==> src/rtl/seg_corr_pkg.sv <==
package seg_corr_pkg;

    typedef enum logic [1:0] {
        ST_IDLE = 2'd0,
        ST_WAIT = 2'd1,
        ST_SEG  = 2'd2
    } ctl_state_e;

endpackage

==> src/rtl/seg_corr_tap_sum.sv <==
// Holds the latest SEG_LEN samples and forms the partial correlation of
// one marker segment (selected by seg_sel) against them.
module seg_corr_tap_sum #(
    parameter  int SAMPLE_W = 8,
    parameter  int SEG_LEN  = 4,
    parameter  int NUM_SEG  = 4,
    parameter  int SEG_W    = 2,
    parameter  int PART_W   = 11,
    localparam int NCHIP    = SEG_LEN * NUM_SEG
) (
    input  logic                       clk,
    input  logic                       rst_n,
    input  logic                       clear,
    input  logic                       shift_en,
    input  logic signed [SAMPLE_W-1:0] sample_in,
    input  logic [NCHIP-1:0]           marker,
    input  logic [SEG_W-1:0]           seg_sel,
    output logic signed [PART_W-1:0]   partial
);

    // Tap i holds the sample received i chips ago; it pairs with
    // coefficient (segment base + SEG_LEN-1-i).
    for (genvar i = 0; i < SEG_LEN; i++) begin : g_tap
        logic signed [SAMPLE_W-1:0] q;
        logic signed [PART_W-1:0]   ext;
        logic signed [PART_W-1:0]   term;
        logic signed [PART_W-1:0]   run;
        logic                       coef;

        if (i == 0) begin : g_head
            always_ff @(posedge clk or negedge rst_n) begin
                if (!rst_n)        q <= '0;
                else if (clear)    q <= '0;
                else if (shift_en) q <= sample_in;
            end
        end else begin : g_body
            always_ff @(posedge clk or negedge rst_n) begin
                if (!rst_n)        q <= '0;
                else if (clear)    q <= '0;
                else if (shift_en) q <= g_tap[i-1].q;
            end
        end

        always_comb begin
            coef = marker[int'(seg_sel) * SEG_LEN + (SEG_LEN - 1 - i)];
            ext  = PART_W'(q);
            term = coef ? ext : -ext;
        end

        if (i == 0) begin : g_sum0
            assign run = term;
        end else begin : g_sumn
            assign run = g_tap[i-1].run + term;
        end
    end

    assign partial = g_tap[SEG_LEN-1].run;

endmodule

==> src/rtl/seg_corr_acc_mem.sv <==
// Circular accumulator store: one slot per pending window alignment.
module seg_corr_acc_mem #(
    parameter int DEPTH  = 16,
    parameter int ADDR_W = 4,
    parameter int DATA_W = 13
) (
    input  logic                     clk,
    input  logic                     we,
    input  logic [ADDR_W-1:0]        addr,
    input  logic signed [DATA_W-1:0] wdata,
    output logic signed [DATA_W-1:0] rdata
);

    logic signed [DATA_W-1:0] slots [DEPTH];

    always_ff @(posedge clk) begin
        if (we) slots[addr] <= wdata;
    end

    assign rdata = slots[addr];

endmodule

==> src/rtl/seg_corr_peak.sv <==
// Tracks the strongest match over each group of NCHIP emitted values.
module seg_corr_peak #(
    parameter int NCHIP = 16,
    parameter int IDX_W = 4,
    parameter int ACC_W = 13
) (
    input  logic                    clk,
    input  logic                    rst_n,
    input  logic                    clear,
    input  logic                    in_valid,
    input  logic signed [ACC_W-1:0] in_value,
    input  logic [IDX_W-1:0]        in_index,
    output logic                    peak_valid,
    output logic [IDX_W-1:0]        peak_index,
    output logic [ACC_W-1:0]        peak_mag
);

    localparam logic [IDX_W-1:0] CNT_LAST = IDX_W'(NCHIP - 1);

    logic [IDX_W-1:0] cnt_q;
    logic [ACC_W-1:0] best_mag_q;
    logic [IDX_W-1:0] best_idx_q;
    logic [ACC_W-1:0] cand_mag;
    logic [ACC_W-1:0] sel_mag;
    logic [IDX_W-1:0] sel_idx;

    always_comb begin
        cand_mag = in_value[ACC_W-1] ? ACC_W'(-in_value) : ACC_W'(in_value);
        if (cnt_q == '0 || cand_mag > best_mag_q) begin
            sel_mag = cand_mag;
            sel_idx = in_index;
        end else begin
            sel_mag = best_mag_q;
            sel_idx = best_idx_q;
        end
    end

    always_ff @(posedge clk or negedge rst_n) begin
        if (!rst_n) begin
            cnt_q      <= '0;
            best_mag_q <= '0;
            best_idx_q <= '0;
            peak_valid <= 1'b0;
            peak_index <= '0;
            peak_mag   <= '0;
        end else if (clear) begin
            cnt_q      <= '0;
            best_mag_q <= '0;
            best_idx_q <= '0;
            peak_valid <= 1'b0;
        end else begin
            peak_valid <= 1'b0;
            if (in_valid) begin
                if (cnt_q == CNT_LAST) begin
                    peak_valid <= 1'b1;
                    peak_index <= sel_idx;
                    peak_mag   <= sel_mag;
                    cnt_q      <= '0;
                end else begin
                    best_mag_q <= sel_mag;
                    best_idx_q <= sel_idx;
                    cnt_q      <= cnt_q + 1'b1;
                end
            end
        end
    end

endmodule

==> src/rtl/seg_marker_corr.sv <==
module seg_marker_corr
    import seg_corr_pkg::*;
#(
    parameter  int SAMPLE_W = 8,
    parameter  int SEG_LEN  = 4,
    parameter  int NUM_SEG  = 4,
    localparam int NCHIP    = SEG_LEN * NUM_SEG,
    localparam int IDX_W    = $clog2(NCHIP),
    localparam int SEG_W    = (NUM_SEG > 1) ? $clog2(NUM_SEG) : 1,
    localparam int ACC_W    = SAMPLE_W + $clog2(NCHIP) + 1,
    localparam int PART_W   = SAMPLE_W + $clog2(SEG_LEN) + 1
) (
    input  logic                       clk,
    input  logic                       rst_n,
    input  logic                       start,
    input  logic                       chip_stb,
    input  logic signed [SAMPLE_W-1:0] chip_sample,
    input  logic [NCHIP-1:0]           marker,
    output logic                       corr_valid,
    output logic signed [ACC_W-1:0]    corr_value,
    output logic                       peak_valid,
    output logic [IDX_W-1:0]           peak_index,
    output logic [ACC_W-1:0]           peak_mag,
    output logic                       overrun
);

    localparam logic [SEG_W-1:0] SEG_LAST = SEG_W'(NUM_SEG - 1);
    localparam logic [IDX_W:0]   DEPTH_V  = (IDX_W+1)'(NCHIP);
    localparam logic [IDX_W-1:0] PTR_LAST = IDX_W'(NCHIP - 1);

    ctl_state_e state_q, state_d;

    logic [SEG_W-1:0]         seg_q;
    logic [IDX_W-1:0]         cur_ptr_q;
    logic [IDX_W-1:0]         next_ptr_q;
    logic [IDX_W:0]           chips_q;
    logic                     overrun_q;

    logic                     in_seg;
    logic                     last_step;
    logic                     accept;
    logic                     reject;
    logic                     emit;
    logic [IDX_W:0]           slot_sum;
    logic [IDX_W-1:0]         slot;
    logic signed [PART_W-1:0] partial;
    logic signed [ACC_W-1:0]  part_ext;
    logic signed [ACC_W-1:0]  slot_rd;
    logic signed [ACC_W-1:0]  slot_sum_val;
    logic signed [ACC_W-1:0]  slot_wr;
    logic                     slot_we;

    // Strobe acceptance: idle-waiting, or on the last segment step.
    always_comb begin
        in_seg    = (state_q == ST_SEG);
        last_step = in_seg && (seg_q == SEG_LAST);
        accept    = chip_stb && !start && ((state_q == ST_WAIT) || last_step);
        reject    = chip_stb && !start && in_seg && !last_step;
    end

    // Next-state logic.
    always_comb begin
        state_d = state_q;
        if (start) begin
            state_d = ST_WAIT;
        end else begin
            unique case (state_q)
                ST_IDLE: state_d = ST_IDLE;
                ST_WAIT: if (chip_stb) state_d = ST_SEG;
                ST_SEG:  if (last_step && !chip_stb) state_d = ST_WAIT;
                default: state_d = ST_IDLE;
            endcase
        end
    end

    // State register.
    always_ff @(posedge clk or negedge rst_n) begin
        if (!rst_n) state_q <= ST_IDLE;
        else        state_q <= state_d;
    end

    // Segment sequencing, chip pointers, warm-up count and overrun.
    always_ff @(posedge clk or negedge rst_n) begin
        if (!rst_n) begin
            seg_q      <= '0;
            cur_ptr_q  <= '0;
            next_ptr_q <= '0;
            chips_q    <= '0;
            overrun_q  <= 1'b0;
        end else if (start) begin
            seg_q      <= '0;
            cur_ptr_q  <= '0;
            next_ptr_q <= '0;
            chips_q    <= '0;
            overrun_q  <= 1'b0;
        end else begin
            if (accept) begin
                seg_q      <= '0;
                cur_ptr_q  <= next_ptr_q;
                next_ptr_q <= (next_ptr_q == PTR_LAST) ? '0 : next_ptr_q + 1'b1;
                if (chips_q != DEPTH_V) chips_q <= chips_q + 1'b1;
            end else if (last_step) begin
                seg_q <= '0;
            end else if (in_seg) begin
                seg_q <= seg_q + 1'b1;
            end
            if (reject) overrun_q <= 1'b1;
        end
    end

    // Slot of the window that segment seg_q's partial belongs to:
    // current chip plus (NUM_SEG-1-seg_q)*SEG_LEN, modulo NCHIP.
    always_comb begin
        slot_sum = {1'b0, cur_ptr_q}
                 + (IDX_W+1)'((NUM_SEG - 1 - int'(seg_q)) * SEG_LEN);
        if (slot_sum >= DEPTH_V) slot_sum = slot_sum - DEPTH_V;
        slot = slot_sum[IDX_W-1:0];
    end

    seg_corr_tap_sum #(
        .SAMPLE_W (SAMPLE_W),
        .SEG_LEN  (SEG_LEN),
        .NUM_SEG  (NUM_SEG),
        .SEG_W    (SEG_W),
        .PART_W   (PART_W)
    ) u_taps (
        .clk       (clk),
        .rst_n     (rst_n),
        .clear     (start),
        .shift_en  (accept),
        .sample_in (chip_sample),
        .marker    (marker),
        .seg_sel   (seg_q),
        .partial   (partial)
    );

    // Segment 0 opens a slot by overwriting it; later segments add.
    always_comb begin
        part_ext     = ACC_W'(partial);
        slot_sum_val = slot_rd + part_ext;
        slot_wr      = (seg_q == '0) ? part_ext : slot_sum_val;
        slot_we      = in_seg && !start;
        emit         = last_step && !start && (chips_q == DEPTH_V);
    end

    seg_corr_acc_mem #(
        .DEPTH  (NCHIP),
        .ADDR_W (IDX_W),
        .DATA_W (ACC_W)
    ) u_acc (
        .clk   (clk),
        .we    (slot_we),
        .addr  (slot),
        .wdata (slot_wr),
        .rdata (slot_rd)
    );

    // Output registers.
    always_ff @(posedge clk or negedge rst_n) begin
        if (!rst_n) begin
            corr_valid <= 1'b0;
            corr_value <= '0;
        end else begin
            corr_valid <= emit;
            if (emit) corr_value <= slot_sum_val;
        end
    end

    seg_corr_peak #(
        .NCHIP (NCHIP),
        .IDX_W (IDX_W),
        .ACC_W (ACC_W)
    ) u_peak (
        .clk        (clk),
        .rst_n      (rst_n),
        .clear      (start),
        .in_valid   (emit),
        .in_value   (slot_sum_val),
        .in_index   (cur_ptr_q),
        .peak_valid (peak_valid),
        .peak_index (peak_index),
        .peak_mag   (peak_mag)
    );

    assign overrun = overrun_q;

endmodule

==> config.mk <==
export PLATFORM = sky130hd
export DESIGN_NAME = seg_marker_corr
export DESIGN_NICKNAME = d
export VERILOG_FILES = /design/src/rtl/seg_corr_pkg.sv /design/src/rtl/seg_corr_tap_sum.sv /design/src/rtl/seg_corr_acc_mem.sv /design/src/rtl/seg_corr_peak.sv /design/src/rtl/seg_marker_corr.sv
export SDC_FILE = /design/constraint.sdc
export NUM_CORES = 1
export LEC_CHECK = 0
export BUFFER_PORTS_ARGS = -buffer_cell sky130_fd_sc_hd__clkbuf_2
export CAP_MARGIN = 20
export CELL_PAD_IN_SITES_DETAIL_PLACEMENT = 1
export CELL_PAD_IN_SITES_GLOBAL_PLACEMENT = 1
export CORE_MARGIN = 10
export CORE_UTILIZATION = 40
export DETAILED_ROUTE_END_ITERATION = 12
export PLACE_DENSITY = 0.68
export SLEW_MARGIN = 20
export SYNTH_ARGS = -nofsm -noshare
export SYNTH_HDL_FRONTEND = slang
export SYNTH_SLANG_ARGS = --single-unit
export TNS_END_PERCENT = 1
==> constraint.sdc <==
create_clock -name clk -period 11.6 [get_ports clk]
set_input_delay 1.16 -clock clk [delete_from_list [all_inputs] [get_ports clk]]
set_output_delay 1.16 -clock clk [all_outputs]
set_load 0.005 [all_outputs]
# After elaboration in Yosys (flattened, before gate mapping)
# Memory sizes are Yosys's and may differ from the RTL's.
# Index checks and enable logic that the tools add are counted.
# word_totals
output_inout_bits	33
register_bits	103
mem_bits_rw	208
inputBits	28
mem_count	1
wordCells	140
# memory_table
memory	depth	width	read_ports	rd_ports_with_merged_regs	write_ports	line_no	text
u_acc.slots	16	13	1	0	1	seg_corr_acc_mem.sv:14	logic signed [DATA_W-1:0] slots [DEPTH];
# classes
magnitude_cmp	6
eq_ne	10
reduce_logical	25
muxes	60
bitwise	1
addsub	19
# op_table
op	count
$lt A32 B6 Y1 const B	3
$mux W13	6
$mux W8	8
$mux W4	13
$mux W11	4
$neg A8 Y11	4
$add A11 B11 Y11	3
$mux W5	3
$mux W1	14
$mux W2	7
$add A13 B11 Y13	1
$gt A13 B13 Y1	1
$neg A13 Y13	1
$bmux W1 S4	3
$add A4 B2 Y5 const B	2
$logic_and A1 B1 Y1	9
$add A4 B1 Y4 const B	2
$eq A4 B4 Y1 const B	2
$reduce_bool A2 Y1	4
$reduce_and A2 Y1	3
$add A4 B1 Y5 const B	1
$add A4 B5 Y5	1
$add A5 B1 Y5 const B	1
$eq A5 B5 Y1 const B	1
20 further kinds	24

# Depth between registers and ports, before layout
# Gate-level depths: netlist of the first run.
# depth
word_depth	17
depth_mapped	40

# Hierarchy
# A second synthesis of the first run with hierarchy kept.
# hier_totals
hier_cells	1193
area_unflattened_um2	15712.6
# by_module_without_submodules
module	cells_per_inst	area_each_um2	seq_area_each_um2	n_inst
seg_corr_acc_mem	344	7956.4	6246.0	1
seg_corr_tap_sum	308	2994.1	800.8	1
seg_corr_peak	275	2469.9	975.9	1
seg_marker_corr	266	2292.2	800.8	1

# Worst setup path after synthesis of the first run
# No wires, ideal clock.
# synth_path
path_kind	input to register
from	in marker[13]
to	reg u_peak.peak_mag[7]
arrival_ps	8368
setup_slack_ps	3087
path_stages	34
setup_time_ps	146
n_path_buf	3
path_cell_list	mux4_2 > buf_2 > nor2_1 > xor2_1 > fa_1 > inv_1 > fa_1 > inv_1 > ha_1 > a21oi_1 > o221ai_1 > a21oi_1 > o21ai_0 > xor3_2 > inv_1 > ha_1 > inv_1 > o21ai_0 > nand2b_1 > o221ai_2 > xnor2_1 > buf_4 > o21ai_0 > xnor2_1 > inv_1 > ha_1 > nand3_1 > or4_1 > a22oi_1 > o21a_1 > buf_1 > nor3_1 > mux2i_1 > o311ai_0
# synth_via
elab_chain_cells	13
word_cells_on_any_way	21
classes_between	5 x add/sub; 1 x order compare; 14 x mux; 1 x reduce/logical
# synth_lines
item	line_no	text
from (decl)	seg_marker_corr.sv:18	input logic [NCHIP-1:0] marker,
$bmux W1 S4	seg_corr_tap_sum.sv:45	coef = marker[int'(seg_sel) * SEG_LEN + (SEG_LEN - 1 - i)];
$mux W1 (not written as such) (2 in a row)	seg_corr_tap_sum.sv:45	
$mux W11	seg_corr_tap_sum.sv:47	term = coef ? ext : -ext;
$add A11 B11 Y11	seg_corr_tap_sum.sv:53	assign run = g_tap[i-1].run + term;
$add A11 B11 Y11 * (2 in a row)	seg_corr_tap_sum.sv:53	
$add A13 B11 Y13 *	seg_marker_corr.sv:140	slot_sum_val = slot_rd + part_ext;
$neg A13 Y13	seg_corr_peak.sv:28	cand_mag = in_value[ACC_W-1] ? ACC_W'(-in_value) : ACC_W'(in_value);
$mux W13 *	seg_corr_peak.sv:28	
$gt A13 B13 Y1	seg_corr_peak.sv:29	if (cnt_q == '0 || cand_mag > best_mag_q) begin
$logic_or A1 B1 Y1	seg_corr_peak.sv:29	
$mux W13 *	seg_corr_peak.sv:29	
to (signal assigned)	seg_corr_peak.sv:57	peak_mag <= sel_mag;
to (decl)	seg_corr_peak.sv:15	output logic [ACC_W-1:0] peak_mag
# Every way passes the cells marked *; elsewhere a longest branch is shown, timed or not. The select of a mux whose other input is x is not followed.
# A chain may end at the register's enable or synchronous reset.

# Final worst setup path of the first run
# layout_path
from	in marker[12]
to	reg u_peak.best_mag_q[1]
# layout_via
elab_chain_cells	16
word_cells_on_any_way	27
classes_between	5 x add/sub; 1 x order compare; 20 x mux; 1 x reduce/logical
# layout_lines
item	line_no	text
$bmux W1 S4	seg_corr_tap_sum.sv:45	
$mux W1 (not written as such) (2 in a row)	seg_corr_tap_sum.sv:45	
$mux W11	seg_corr_tap_sum.sv:47	
$add A11 B11 Y11 (2 in a row)	seg_corr_tap_sum.sv:53	
$add A11 B11 Y11 *	seg_corr_tap_sum.sv:53	
$add A13 B11 Y13 *	seg_marker_corr.sv:140	
$neg A13 Y13	seg_corr_peak.sv:28	
$mux W13 *	seg_corr_peak.sv:28	
$gt A13 B13 Y1	seg_corr_peak.sv:29	
$logic_or A1 B1 Y1	seg_corr_peak.sv:29	
$mux W13 *	seg_corr_peak.sv:29	
$mux W13 *	seg_corr_peak.sv:54	if (cnt_q == CNT_LAST) begin
$mux W13 *	seg_corr_peak.sv:53	if (in_valid) begin
$mux W13 *	seg_corr_peak.sv:46	end else if (clear) begin
to (signal assigned)	seg_corr_peak.sv:60	best_mag_q <= sel_mag;
to (decl)	seg_corr_peak.sv:21	logic [ACC_W-1:0] best_mag_q;
# Marks and branches as above.

==> impl_metrics.yaml, run 1 <==
clocking:
  h-tree-depth: 2
  cts_tree: "done"
  post_cts_resized: 0
  clkSlewWorstSetupHoldPaths_ps: 60
  cts_hold_buf: 0
  clock_sinks: 311
  cts_setup_buffers: 0
  tritoncts.num_buffers: 35
  cts_root_buf: "clkbuf_16"
  clk_latency_ps: 550
  cts_buffer_depth: 3
timing:
  tightest_slew_ps: 1040
  slew_headroom_pct: 30.4
  finalClockSkew_ps: 16.1
  fin_setup_tns_ps: 0
  setup_viol: 0
  fin_crit_sh_pct: 79.8
  min_period_ps: 9260
  holdWs_ps: 475
  rsz0062_at_grt: "no"
  fmax_ghz: 0.108
  drv_slew: 0
  setup_slack_ps: 2340
  hold_viol_final: 0
critical_path:
  cpMostUsedCell: "inv_1"
  r2r-start: "seg_q[0]"
  reg2reg_to: "u_peak.best_mag_q[1]"
  cp-end-kind: "flip-flop"
  r2r_setup_slack_ps: 2380
  slowest_stage: "fa_1"
  reg2reg_depth: 32
  cp_slowest_stage_delay_ps: 600
  cp_data_arrival_time_ps: 9700
  crit_fanout: 14
  critPathKind: "input pin to flip-flop"
  start_kind: "input pin"
  cp.required_ps: 12040
placed_design:
  placed_cells: 1735
  portBuffers: 60
  dp_worst_setup_slack_ps: 1800
  placed_area_sq_mm: 0.0166
  gp_congestion: 0.850
  post-dp-hpwl_um: 27100
routing:
  remaining_drc_errors: 0
  route.final.wire_length_um: 39700
  wl_met3_um: 2390
  first_iter_violations: 633
  dr_wl_met2_um: 19400
  first_pass_iters: 5
  num_vias: 9645
  via_per_inst: 5.36
  antenna_left: 0
  highest_layer: "met4"
  wl_per_cell_um: 22.0
  wl_met1_um: 17100
synthesis:
  synth_edf_count: 208
  syn_avg_cell_area_sq_um: 13.2
  ys_async_sr_fraction_pct: 33.1
  synthDistinctLibCells: 71
  synth_ff_type: "edfxtp_1"
  netlist_instances: 1177
  synth_seq_cells: 311
  ys_seq_area_share_pct: 56.8
  yosysWarnings: 0
  synth_area_sq_mm: 0.0155
  synthesis.nets: 1274
floorplanning:
  fp.dieArea_sq_mm: 0.0471
  rows: 72
  die_w_um: 217
  top_level_ports: 61
  start_util_pct: 40.3
  die_y_um: 217
  core_sq_mm: 0.0386
global_routing:
  grt_pass1_vias: 10700
  grt_antenna_before_repair: 0
  grt_pass1_wl_um: 63300
  grt.total_usage_pct: 17.2
  overflow: 0
  grt_max_degree: 83
finish:
  mostFrequentLayoutCell: "edfxtp_1"
  stdcell_count: 1799
  final_nets: 1351
  insertedDiodeCount: 0
  final_util_pct: 45.9
  drive_above_1_share_pct: 19.1
  area_delta_synth_final_pct: 13.8
  final_area_sq_mm: 0.0177
  fill_cells: 4017
  final_cell_mix: "edfxtp_1 (208), nand2_1 (111), dfrtp_1 (101), inv_1 (80), o21ai_0 (72)"
hold_path:
  min_to: "u_peak.peak_mag[0]"
  hold_depth: 2
  hold_path_class: "flip-flop to flip-flop"
  min_from: "u_peak.peak_mag[0]"
power_and_ir_drop:
  pwr-share-clk_pct: 31.9
  net-switching-power_mw: 1.13
  p_seq_share_pct: 37.8
  ir_worst_vdd_uv: 145
  sw_frac_of_total_pct: 32.8
  powerDensity_mw_per_mm2: 195
  power_mw: 3.44
  p_leak_nw: 6.90
  intPower_mw: 2.32
  combPwrFrac_pct: 30.3
flow_run:
  drv_cap: 0
outcome:
  status: "finished clean"
-- synthesized netlist by cell type (12+ instances only) --
cell      count  area (sq um)
mux4_2       64          1440
o31ai_1      17           128
inv_1        80           300
ha_1         48           601
o21ai_0      73           365
clkbuf_1     35           131
nand2b_1     31           194
edfxtp_1    208          6250
nand2_1     111           417
dfrtp_1     103          2580
mux2i_1      12           120
nor3_1       33           165
mux2_2       15           169
fa_1         21           420
a21oi_1      36           180
xor2_1       28           245
a21o_1       20           150
xnor2_1      29           254
nor2_1       67           251
-- worst max path at each step --
stage	end	slack, ps	cells after the start	start
after global routing	u_peak.best_mag_q[9]	1630	32	seg_q[0]
final	u_peak.best_mag_q[1]	2340	33	marker[12]
after detailed placement	u_peak.best_mag_q[2]	1800	33	marker[13]
after global placement	u_peak.best_mag_q[6]	2050	33	marker[12]
after floorplan	u_peak.peak_mag[7]	3090	34	marker[13]
after CTS	u_peak.best_mag_q[9]	2330	32	seg_q[0]
-- kinds of logic after synthesis --
kind of cell             count (synthesis)  synth area share (%)
AO/OA/AOI/OAI                          202                  8.16
XOR/XNOR                                62                  3.95
adder cells (fa/ha/maj)                 69                  6.57
buffers and inverters                  135                  3.49
flip-flops                             311                  56.8
multiplexers                            96                  12.0
AND/OR/NAND/NOR                        302                  9.10
-- layer usage --
metal,GRT usage (%),vias up
met4,4.66,0
met2,29.0,207
li1,-,4476
met3,3.44,47
met5,0,-
met1,22.1,4915
-- final cells by class --
cell class	count	area [sq um]	share of cell area, %
sequential	311	8830	49.9
multi-input combinational	731	6230	35.2
clock buffer	48	965	5.45
tap	518	648	3.66
timing repair buffer	94	558	3.15
inverter	81	304	1.72
clock inverter	16	159	0.898
-- power groups by stage --
stage / registers (mW) / logic (mW) / clock network [mW]
after floorplan: 1.32 / 0.722 / 0
after detailed placement: 1.32 / 1.04 / 0
after CTS: 1.30 / 1.05 / 1.13
after global routing: 1.30 / 1.19 / 1.17
final: 1.30 / 1.04 / 1.10
after global placement: 1.32 / 1.02 / 0
-- critical path: cells and delay by family --
kind,cells,cell delay (ps)
XOR/XNOR,3,790
buffers and inverters,7,700
multiplexers,1,590
AND/OR/NAND/NOR,7,1760
AO/OA/AOI/OAI,10,2550
adder cells (fa/ha/maj),5,2120
-- flip-flops by register name, summed over array words and instances (netlist names) --
register           cells
u_peak.peak_valid      1
u_peak.best_idx_q      4
u_taps.g_tap.q        32
next_ptr_q             4
seg_q                  2
corr_value            13
u_acc.slots          208
u_peak.cnt_q           4
u_peak.best_mag_q     13
u_peak.peak_mag       13
chips_q                5
overrun                1
corr_valid             1
state_q                2
cur_ptr_q              4
u_peak.peak_index      4
No activity file was read; power rests on OpenSTA's default activity.
==> inputs of run 2 (changes only) <==
--- a/config.mk
+++ b/config.mk
@@ -12,7 +12,7 @@
 export CORE_MARGIN = 10
 export CORE_UTILIZATION = 40
 export DETAILED_ROUTE_END_ITERATION = 12
-export PLACE_DENSITY = 0.68
+export PLACE_DENSITY = 0.71
 export SLEW_MARGIN = 20
 export SYNTH_ARGS = -nofsm -noshare
 export SYNTH_HDL_FRONTEND = slang
==> constraint.sdc (replaced) <==
create_clock -name clk -period 7.7 [get_ports clk]
set_input_delay 0.77 -clock clk [delete_from_list [all_inputs] [get_ports clk]]
set_output_delay 0.77 -clock clk [all_outputs]
set_load 0.005 [all_outputs]
==> impl_metrics.yaml, run 2 (same netlist as run 1, synthesis figures left out) <==
floorplanning:
  die_w_um: 217
  rows: 72
  core_sq_mm: 0.0386
  fp.dieArea_sq_mm: 0.0471
  top_level_ports: 61
  start_util_pct: 40.3
  die_y_um: 217
finish:
  fill_cells: 3970
  mostFrequentLayoutCell: "edfxtp_1"
  largest_reg_flops: 208
  final_area_sq_mm: 0.0190
  insertedDiodeCount: 0
  drive_above_1_share_pct: 30.7
  regMostFlops: "u_acc.slots"
  final_nets: 1479
  area_delta_synth_final_pct: 22.1
  reg_top3: "u_acc.slots x208, u_taps.g_tap.q x32"
  final_util_pct: 49.2
  final_cell_mix: "edfxtp_1 (208), buf_4 (158), nand2_1 (111), dfrtp_1 (100), inv_1 (78)"
clocking:
  cts_root_buf: "clkbuf_16"
  clock_sinks: 311
  cts_hold_buf: 0
  cts_tree: "done"
  cts_buffer_depth: 3
  h-tree-depth: 2
  clk_latency_ps: 540
  tritoncts.num_buffers: 34
  clkSlewWorstSetupHoldPaths_ps: 60
critical_path:
  crit_fanout: 7
  cp.required_ps: 8080
  critPathKind: "flip-flop to flip-flop"
  slowest_stage: "mux4_2"
  cp-end-kind: "flip-flop"
  cp_slowest_stage_delay_ps: 580
  start_kind: "flip-flop"
  cp_data_arrival_time_ps: 8100
routing:
  antenna_left: 0
  wl_per_cell_um: 21.4
  num_vias: 10200
  via_per_inst: 5.32
  first_pass_iters: 5
  first_iter_violations: 718
  route.final.wire_length_um: 41100
  remaining_drc_errors: 0
outcome:
  violations: "setup timing"
  status: "finished, violations left"
timing:
  min_period_ps: 7720
  fin_crit_sh_pct: 100
  finalClockSkew_ps: 31.8
  holdWs_ps: 188
  rsz0062_at_grt: "yes"
  drv_slew: 0
  setup_viol: 2
  slew_headroom_pct: 29.2
  fin_setup_tns_ps: -28.1
  tightest_slew_ps: 1060
  hold_viol_final: 0
  setup_slack_ps: -20.4
  fmax_ghz: 0.130
power_and_ir_drop:
  power_mw: 5.95
  net-switching-power_mw: 1.90
  pwr-share-clk_pct: 26.6
  p_seq_share_pct: 33.0
  ir_worst_vdd_uv: 163
  p_leak_nw: 7.55
  intPower_mw: 4.04
  powerDensity_mw_per_mm2: 313
  sw_frac_of_total_pct: 32.0
  combPwrFrac_pct: 40.4
global_routing:
  grt_antenna_before_repair: 0
  overflow: 0
  grt_pass1_wl_um: 64800
  grt_pass1_vias: 11400
  grt.total_usage_pct: 17.4
  grt_max_degree: 83
hold_path:
  hold_path_class: "input pin to async pin"
placed_design:
  placed_area_sq_mm: 0.0175
  gp_congestion: 0.832
  post-dp-hpwl_um: 27900
  portBuffers: 60
flow_run:
  drv_cap: 0
-- run 2: metrics by stage --
| step | setup slack [ps] | std cells |
|---|---|---|
| finish | -20.4 | 1924 |
| global route | -362 | 1924 |
| detailed placement | -570 | 1852 |
| global placement | -382 | 1852 |
| floorplan | 4.19 | 1177 |
| CTS | 0.854 | 1915 |
-- run 2: worst paths after layout --
| kind | start | endpoint | cells after the start | slack [ps] |
|---|---|---|---|---|
| setup / recovery | seg_q[0] | u_peak.peak_index[2] | 35 | -20 |
| hold / removal | rst_n | u_peak.peak_mag[0] | 1 | 190 |
| setup reg to reg | seg_q[0] | u_peak.peak_index[2] | 35 | -20 |
| hold reg to reg | corr_value[5] | corr_value[5] | 2 | 470 |
| max in group asynchronous | rst_n | cur_ptr_q[0] | 2 | 6110 |
| min in group clk | chip_sample[2] | u_taps.g_tap[0].q[2] | 3 | 460 |
-- run 2: routing by layer --
metal	part of all wire, %	wire length (um)	global-route usage [%]	vias to the layer above
met5	0	0	0	-
met4	3.2	1300	6.27	0
met3	3.8	1580	2.41	69
met2	52	21300	30.5	166
met1	41	17000	21.6	5273
li1	-	-	-	4728
-- run 2: power by group through the flow --
stage	clock (mW)	sequential [mW]	combinational, mW
2_1_floorplan	0	1.99	1.12
5_1_grt	1.69	1.97	2.62
6_report	1.59	1.96	2.40
3_5_place_dp	0	2.00	2.07
4_1_cts	1.63	1.96	2.18
3_3_place_gp	0	2.00	2.01
-- run 2: what timing repair did --
item / CTS / global route
gates cloned: 0 / 1
pin swaps: 11 / 22
setup endpoints to repair: 34 / 34
resized for setup: 22 / 29
setup buffers: 3 / 8
-- run 2: cell type report --
cell class,count,area (sq um),share of cell area (%)
timing repair buffer,222,1550,8.15
clock inverter,12,126,0.666
multi-input combinational,732,6560,34.6
sequential,311,8830,46.5
clock buffer,48,963,5.08
tap,518,648,3.41
inverter,81,304,1.60
-- run 2: critical path: cells and delay by family (launching register included) --
family	cells	cell delay, ps
compound gates	11	1870
mux	3	1150
buf+inv	7	710
fa+ha+maj	6	1940
flops	1	430
xor+xnor	2	300
simple gates	6	1180
